[src/rtl/vts_pkg.sv]
package vts_pkg;
  typedef enum logic {
    STD_60 = 1'b0,
    STD_50 = 1'b1
  } vid_std_e;
endpackage

[src/rtl/vts_rst_sync.sv]
module vts_rst_sync (
  input  logic clk,
  input  logic arst_n,
  output logic rst_n_o
);
  logic s1_q, s2_q;

  always_ff @(posedge clk or negedge arst_n) begin
    if (!arst_n) begin
      s1_q <= 1'b0;
      s2_q <= 1'b0;
    end else begin
      s1_q <= 1'b1;
      s2_q <= s1_q;
    end
  end

  assign rst_n_o = s2_q;
endmodule

[src/rtl/vts_line_phase.sv]
module vts_line_phase
  import vts_pkg::*;
#(
  parameter int unsigned INC_A  = 8791293,
  parameter int unsigned INC_B  = 8864320,
  parameter int unsigned FRAC_W = 12,
  parameter int unsigned ACC_W  = 24
) (
  input  logic     clk,
  input  logic     rst_n,
  input  vid_std_e std_i,
  output logic     line_end_o
);
  localparam int unsigned LEN_W = ACC_W - FRAC_W;

  logic [FRAC_W-1:0] frac_q, frac_d;
  logic [LEN_W-1:0]  cnt_q, cnt_d;
  logic [ACC_W-1:0]  step;
  logic [ACC_W-1:0]  sum;
  logic [LEN_W-1:0]  len;
  logic              last;

  always_comb begin
    step = (std_i == STD_50) ? ACC_W'(INC_B) : ACC_W'(INC_A);
    sum  = step + {{LEN_W{1'b0}}, frac_q};
    len  = sum[ACC_W-1:FRAC_W];
    last = (cnt_q == len - LEN_W'(1));
    frac_d = frac_q;
    cnt_d  = cnt_q + LEN_W'(1);
    if (last) begin
      frac_d = sum[FRAC_W-1:0];
      cnt_d  = '0;
    end
  end

  always_ff @(posedge clk or negedge rst_n) begin
    if (!rst_n) begin
      frac_q <= '0;
      cnt_q  <= '0;
    end else begin
      frac_q <= frac_d;
      cnt_q  <= cnt_d;
    end
  end

  assign line_end_o = last;
endmodule

[src/rtl/vts_frame_ctr.sv]
module vts_frame_ctr
  import vts_pkg::*;
#(
  parameter int unsigned LINES_A = 263,
  parameter int unsigned VBL_A   = 240,
  parameter int unsigned LINES_B = 313,
  parameter int unsigned VBL_B   = 256,
  parameter int unsigned LINE_W  = 9
) (
  input  logic              clk,
  input  logic              rst_n,
  input  logic              line_end_i,
  input  logic              std_sel_i,
  output vid_std_e          std_o,
  output logic [LINE_W-1:0] line_o,
  output logic              vblank_o,
  output logic              frame_o
);
  logic [LINE_W-1:0] line_q, line_d, line_nxt, total, vbl;
  vid_std_e          std_q, std_d;
  logic              vb_q, vb_d, fr_q, fr_d;

  always_comb begin
    total    = (std_q == STD_50) ? LINE_W'(LINES_B) : LINE_W'(LINES_A);
    vbl      = (std_q == STD_50) ? LINE_W'(VBL_B)   : LINE_W'(VBL_A);
    line_nxt = line_q + LINE_W'(1);
    line_d   = line_q;
    std_d    = std_q;
    vb_d     = 1'b0;
    fr_d     = 1'b0;
    if (line_end_i) begin
      if (line_nxt == total) begin
        line_d = '0;
        fr_d   = 1'b1;
        std_d  = vid_std_e'(std_sel_i);
      end else begin
        line_d = line_nxt;
        vb_d   = (line_nxt == vbl);
      end
    end
  end

  always_ff @(posedge clk or negedge rst_n) begin
    if (!rst_n) begin
      line_q <= '0;
      std_q  <= STD_60;
      vb_q   <= 1'b0;
      fr_q   <= 1'b0;
    end else begin
      line_q <= line_d;
      std_q  <= std_d;
      vb_q   <= vb_d;
      fr_q   <= fr_d;
    end
  end

  assign std_o    = std_q;
  assign line_o   = line_q;
  assign vblank_o = vb_q;
  assign frame_o  = fr_q;
endmodule

[src/rtl/vts_audio_div.sv]
module vts_audio_div #(
  parameter int unsigned AUD_LINES = 32
) (
  input  logic clk,
  input  logic rst_n,
  input  logic line_end_i,
  output logic strobe_o
);
  localparam int unsigned AUD_W = $clog2(AUD_LINES + 1);

  logic [AUD_W-1:0] cnt_q, cnt_d, cnt_nxt;
  logic             st_q, st_d;

  always_comb begin
    cnt_nxt = cnt_q + AUD_W'(1);
    cnt_d   = cnt_q;
    st_d    = 1'b0;
    if (line_end_i) begin
      if (cnt_nxt == AUD_W'(AUD_LINES)) begin
        cnt_d = '0;
        st_d  = 1'b1;
      end else begin
        cnt_d = cnt_nxt;
      end
    end
  end

  always_ff @(posedge clk or negedge rst_n) begin
    if (!rst_n) begin
      cnt_q <= '0;
      st_q  <= 1'b0;
    end else begin
      cnt_q <= cnt_d;
      st_q  <= st_d;
    end
  end

  assign strobe_o = st_q;
endmodule

[src/rtl/vid_timing_seq.sv]
module vid_timing_seq
  import vts_pkg::*;
#(
  parameter int unsigned INC_A     = 8791293,
  parameter int unsigned INC_B     = 8864320,
  parameter int unsigned FRAC_W    = 12,
  parameter int unsigned ACC_W     = 24,
  parameter int unsigned LINES_A   = 263,
  parameter int unsigned VBL_A     = 240,
  parameter int unsigned LINES_B   = 313,
  parameter int unsigned VBL_B     = 256,
  parameter int unsigned AUD_LINES = 32,
  localparam int unsigned LINE_W   =
    $clog2(((LINES_A > LINES_B) ? LINES_A : LINES_B) + 1)
) (
  input  logic              clk,
  input  logic              rst_n,
  input  logic              std_sel,
  output logic              hsync_o,
  output logic [LINE_W-1:0] line_o,
  output logic              vblank_o,
  output logic              frame_irq_o,
  output logic              audio_o
);
  logic     rst_sync_n;
  logic     line_end;
  vid_std_e std_cur;
  logic     hs_q, hs_d;

  vts_rst_sync u_rst (
    .clk    (clk),
    .arst_n (rst_n),
    .rst_n_o(rst_sync_n)
  );

  vts_line_phase #(
    .INC_A (INC_A),
    .INC_B (INC_B),
    .FRAC_W(FRAC_W),
    .ACC_W (ACC_W)
  ) u_phase (
    .clk       (clk),
    .rst_n     (rst_sync_n),
    .std_i     (std_cur),
    .line_end_o(line_end)
  );

  vts_frame_ctr #(
    .LINES_A(LINES_A),
    .VBL_A  (VBL_A),
    .LINES_B(LINES_B),
    .VBL_B  (VBL_B),
    .LINE_W (LINE_W)
  ) u_frame (
    .clk       (clk),
    .rst_n     (rst_sync_n),
    .line_end_i(line_end),
    .std_sel_i (std_sel),
    .std_o     (std_cur),
    .line_o    (line_o),
    .vblank_o  (vblank_o),
    .frame_o   (frame_irq_o)
  );

  vts_audio_div #(
    .AUD_LINES(AUD_LINES)
  ) u_audio (
    .clk       (clk),
    .rst_n     (rst_sync_n),
    .line_end_i(line_end),
    .strobe_o  (audio_o)
  );

  assign hs_d = line_end;

  always_ff @(posedge clk or negedge rst_sync_n) begin
    if (!rst_sync_n) hs_q <= 1'b0;
    else             hs_q <= hs_d;
  end

  assign hsync_o = hs_q;
endmodule

[config.mk]
export PLATFORM = sky130hd
export DESIGN_NAME = vid_timing_seq
export DESIGN_NICKNAME = d
export VERILOG_FILES = /design/src/rtl/vts_pkg.sv /design/src/rtl/vts_rst_sync.sv /design/src/rtl/vts_line_phase.sv /design/src/rtl/vts_frame_ctr.sv /design/src/rtl/vts_audio_div.sv /design/src/rtl/vid_timing_seq.sv
export SDC_FILE = /design/constraint.sdc
export NUM_CORES = 1
export LEC_CHECK = 0
export BUFFER_PORTS_ARGS = -buffer_cell sky130_fd_sc_hd__buf_2
export CORE_MARGIN = 1.5
export CORE_UTILIZATION = 35
export DETAILED_ROUTE_END_ITERATION = 6
export HOLD_SLACK_MARGIN = 0.02
export PLACE_DENSITY = 0.5
export SKIP_LAST_GASP = 1
export SLEW_MARGIN = 20
export SYNTH_ARGS = -nofsm -noshare
export SYNTH_HDL_FRONTEND = slang
export SYNTH_HIERARCHICAL = 1
export SYNTH_SLANG_ARGS = --single-unit
[constraint.sdc]
create_clock -name clk -period 1.4 [get_ports clk]
set_input_delay 0 -clock clk [delete_from_list [all_inputs] [get_ports clk]]
set_output_delay 0 -clock clk [all_outputs]
set_load 0.005 [all_outputs]
# ---- Yosys cells after proc, flatten, opt, wreduce, memory -nomap -nowiden
# Index checks and enable logic that the tools add are counted.
dict set report totals {
  register_bits 46
  latch_bits 0
  ramBits 0
  rom_bits 0
  input_bits 3
  out_inout_bits 13
  elab_cells 33
  mem_count 0
}
dict set report op_classes {
  n_addsub 5
  n_mul 0
  n_div 0
  order_cmp 0
  n_eq_ne 4
  shifts 0
  muxes 12
  bitwise 0
  reduce_logical 1
}
# operator count
set ops {}
lappend ops {{$add A24 B12 Y24} 1}
lappend ops {{$eq A9 B9 Y1} 2}
lappend ops {{$mux W9} 2}
lappend ops {{$mux W17} 1}
lappend ops {{$add A12 B1 Y12 const B} 1}
lappend ops {{$eq A12 B12 Y1} 1}
lappend ops {{$mux W12} 1}
lappend ops {{$mux W6} 2}
lappend ops {{$sub A12 B1 Y12 const B} 1}
lappend ops {{$add A9 B1 Y9 const B} 1}
lappend ops {{$add A6 B1 Y6 const B} 1}
lappend ops {{$eq A6 B6 Y1 const B} 1}
lappend ops {{$mux W1} 6}
lappend ops {{$reduce_and A2 Y1} 1}

# ---- Longest topological paths before layout
dict set report depth {
  word_depth 5
  mapped_depth 15
}

# ---- Cells and area by module
# Netlist, hierarchy kept.
# module n_inst cells_each area_per_inst_um2
set modules_own_cells {}
lappend modules_own_cells {vts_line_phase 1 139 1450.1}
lappend modules_own_cells {vts_frame_ctr 1 109 983.4}
lappend modules_own_cells {vts_audio_div 1 31 344.1}
lappend modules_own_cells {vts_rst_sync 1 3 53.8}
lappend modules_own_cells {vid_timing_seq 1 1 25.0}

# ---- Worst setup path before layout
# No wires, ideal clock.
dict set report synth_timing {
  path_kind {register -> register}
  startpoint {register u_frame.std_q, in the netlist u_frame/std_o}
  endpoint {register u_audio.cnt_q[5]}
  setup_time_ns 0.087
  arrival_time_ns 3.379
  slack_ns -2.066
  path_stages_with_launch 16
  period_less_slack_ns 3.466
  path_cell_list {dfrtp_1 -> inv_1 -> ha_1 -> ha_1 -> a21oi_1 -> o2bb2ai_1 -> a211oi_2 -> inv_1 -> ha_1 -> xnor2_1 -> nand4_2 -> nor2_4 -> buf_6 -> nand4_2 -> or4b_1 -> o211ai_1}
}
dict set report synth_via {
  elab_chain_cells 4
}
# element line_no
set synth_rtl {}
lappend synth_rtl {{start, declared} vts_frame_ctr.sv:20} ;# vid_std_e std_q, std_d;
lappend synth_rtl {{start signal, assigned} vts_frame_ctr.sv:51} ;# std_q <= std_d;
lappend synth_rtl {{$mux W17} vts_line_phase.sv:24} ;# step = (std_i == STD_50) ? ACC_W'(INC_B) : ACC_W'(INC_A);
lappend synth_rtl {{$add A24 B12 Y24} vts_line_phase.sv:25} ;# sum = step + {{LEN_W{1'b0}}, frac_q};
lappend synth_rtl {{$sub A12 B1 Y12} vts_line_phase.sv:27} ;# last = (cnt_q == len - LEN_W'(1));
lappend synth_rtl {{$eq A12 B12 Y1} vts_line_phase.sv:27}
lappend synth_rtl {{via hs_d} vid_timing_seq.sv:28} ;# logic hs_q, hs_d;
lappend synth_rtl {{end signal, assigned} vts_audio_div.sv:33} ;# cnt_q <= cnt_d;
lappend synth_rtl {{end, declared} vts_audio_div.sv:11} ;# logic [AUD_W-1:0] cnt_q, cnt_d, cnt_nxt;
# The timed path passes the listed nets, and every way through them passes these cells.
# A chain may end at the register's enable or synchronous reset.

# ---- Worst setup path in the final report
# Same ends and word-level chain as after synthesis.

==> flow_summary.yaml <==
synth:
  synth_warnings: 6
  synth_edf_count: 0
  ys_seq_area_share_pct: 40.3
  synth_area_leader_cell: "dfrtp_1"
  synth_area_leaders: "dfrtp_1 40%, xnor2_1 6.4%, ha_1 6.1%, xor2_1 4.0%, mux2_2 3.5%"
  synth-seq-cells: 46
  yosysMostFrequentCell: "dfrtp_1"
  syn_avg_cell_area_um2: 10.1
  yosys-top-cells-count: "46 x dfrtp_1, 21 x xnor2_1, 19 x nand3_1"
  synth_nets: 300
  synth_cell_types: 58
  synth_area_mm2: 0.00286
  synthCells: 283
  ys.flop_type: "dfrtp_1"
  ys_async_sr_fraction_pct: 100
  synth_top_area_share_pct: 40.3
sta:
  totalNegativeSetupSlack_ns: -56.08
  drv_slew: 0
  final_hold_viol_count: 0
  fin_ws_ns: -1.54
  rsz0062_at_grt: "true"
  finalSetupViolations: 42
  period_needed_ns: 2.94
  period_share_pct: 210
  fmax_ghz: 0.341
  hold_slack_ns: 0.185
  finClkSkew_ns: 0.00423
placement:
  io_buffers: 15
  hpwl_mm: 4.93
  gp_congestion: 0.864
setup_path:
  slowest_delay_ns: 0.52
  cp_slowest_cell: "or4b_4"
  crit_family: "simple AND/OR/NAND/NOR gates"
  cp_num_buf_inv: 3
  path_cells: "inv_6 > buf_4 > ha_4 > nand3_2 > o2bb2ai_2 > a211oi_2 > inv_1 > ha_4 > xnor2_2 > nand4_2 > nor2_4 > nand4_4 > or4b_4 > o211ai_1"
  required_ns: 1.62
  worstRegToRegCells: 14
  r2r_start: "u_frame/std_o$_DFFE_PN0P_"
  cp-start-kind: "flop"
  crit_top_cell: "ha_4"
  cp.depth: 14
  critPathArrivalTime_ns: 3.16
  path_class: "flop to flop"
  cp-end-kind: "flop"
  crit_fanout: 6
  crit_start: "u_frame/std_o$_DFFE_PN0P_"
routing:
  drc: 0
  detail_route.first_pass.iterations: 4
  wl_mm: 6.87
  drtIter0Drc: 87
  vias_per_cell: 4.92
  wl_per_cell_um: 13.7
  ant_nets: 0
  vias: 2465
cells_and_area:
  insertedDiodeCount: 0
  final_layout_size_suffix_gt1_share_pct: 46.4
  multi_input_area_mm2: 0.00186
  n_fill_cell: 703
  area_growth_pct: 48.9
  seqCellArea_mm2: 0.00115
  final_net_count: 415
  final_core_util_pct: 54.5
clock_network:
  path_clk_slew_ns: 0.09
  root_buffer: "clkbuf_8"
  h-tree-depth: 2
  clk_latency_ns: 0.30
  cts_tree: "built"
  cts_max_path_buffers: 2
  clkSinkCount: 46
  cts_buffers: 5
global_routing:
  grt_pass1_wl_mm: 12.2
  overflow: 0
  grt_pass1_vias: 2614
  grt_max_degree: 31
  grt_util_all_layers_pct: 17.4
  grt_antenna_before_repair: 0
hold_path:
  hold_class: "flop to async pin"
die:
  initial_core_util_pct: 36.6
  io_pins: 16
  die_area_mm2: 0.00871
  die_w_um: 93.3
  core_mm2: 0.00781
  die_height_um: 93.3
  rows: 32
power:
  cellPowerDensity_mw_per_mm2: 559
  power_mw: 2.38
  peakVddDrop_v: 0.000371
  p_leak_nw: 1.87
status:
  violations: "setup timing"
  outcome: "finished, violations left"
job:
  drv_cap: 0
## layout by cell type, fill, tap and decap left out, types with 3 or more instances in the layout
master and n:
dfrtp_2 3, mux2_2 9, nand3_2 3, nor2_4 3, nor3_1 3, xor2_1 12, xnor2_1 20, nor2b_1 5
nand3_1 14, clkbuf_8 5, nand2b_1 3, buf_4 92, buf_8 3, o211ai_1 3, buf_6 7, buf_2 15
a21oi_1 12, o21ai_0 10, dfrtp_1 43, ha_1 5, nor2_1 13, dlygate4sd3_1 3, inv_1 13, ha_4 9
nand4_1 8, nand2_1 16
## timing repair
action	4_1_cts	5_1_grt
hold buffers	3	0
endpoints found under the hold margin	3	0
pin swaps	13	5
gates resized for setup	30	13
endpoints found under the setup margin	42	44
setup buffers	14	3
## cells by family after synthesis
family                     count (synthesis)  share of synthesized area [%]
adders and majority gates                 14                           6.13
xor gates and xnor gates                  35                           11.0
DFF                                       46                           40.3
other                                      1                          0.131
muxes                                     12                           5.08
AOI/OAI and AO/OA                         52                           13.6
buffers and inverters                     28                           4.64
and+or+nand+nor                           95                           19.1
## worst reg2reg max path: stages (launching register included)
cell	delay [ns]
dfrtp_2	0.45
inv_6	0.12
buf_4	0.16
ha_4	0.22
nand3_2	0.09
o2bb2ai_2	0.07
a211oi_2	0.24
inv_1	0.11
ha_4	0.28
xnor2_2	0.10
nand4_2	0.12
nor2_4	0.18
nand4_4	0.10
or4b_4	0.52
o211ai_1	0.10
## metrics by stage
step / cell area (um^2) / std cells / setup slack [ns]
floorplan: 3000 / 283 / -1.81
global placement: 3780 / 475 / -1.55
detailed placement: 3780 / 475 / -1.65
CTS: 4170 / 500 / -1.62
global route: 4250 / 501 / -1.70
finish: 4250 / 501 / -1.54
## final cells by class
class | count | area share, %
repair buffers | 121 | 22.1
clock inverters | 2 | 0.882
flip-flops and latches | 46 | 27.1
inverters | 15 | 1.50
multi-input cells | 209 | 43.7
well taps | 102 | 3.00
clock buffers | 6 | 1.71
## layer usage
layer  track usage, %  wire, um  vias to the layer above
met5                0         0                        -
met4             3.41        66                        0
met3             3.33       224                        6
met2             28.4      3230                       30
met1             23.9      3350                     1190
li1                 -         -                     1239
## where the power goes
part	switching [mW]	internal, mW	total, mW
clock network	0.472	0.533	1.01
registers	0.00953	1.33	1.34
logic	0.0197	0.0131	0.0328
## registers in the layout, summed over array words and instances (netlist names)
register,flops
u_frame/line_o,9
u_phase/cnt_q,12
u_rst/s1_q,1
u_rst/rst_n_o,1
u_audio/strobe_o,1
u_frame/std_o,1
u_phase/frac_q,12
u_frame/vblank_o,1
hsync_o,1
u_frame/frame_o,1
u_audio/cnt_q,6
## final timing paths
path / endpoint / slack, ns
min reg2reg: u_audio/cnt_q[0]$_DFFE_PN0P_ / 0.19
max: u_audio/cnt_q[5]$_DFFE_PN0P_ / -1.54
min: u_audio/cnt_q[0]$_DFFE_PN0P_ / 0.19
min in group clk: u_rst/rst_n_o$_DFF_PN0_ / 0.36
max reg2reg: u_audio/cnt_q[5]$_DFFE_PN0P_ / -1.54
max in group asynchronous: u_frame/std_o$_DFFE_PN0P_ / 0.72
Power figures use the tool's default switching activity.
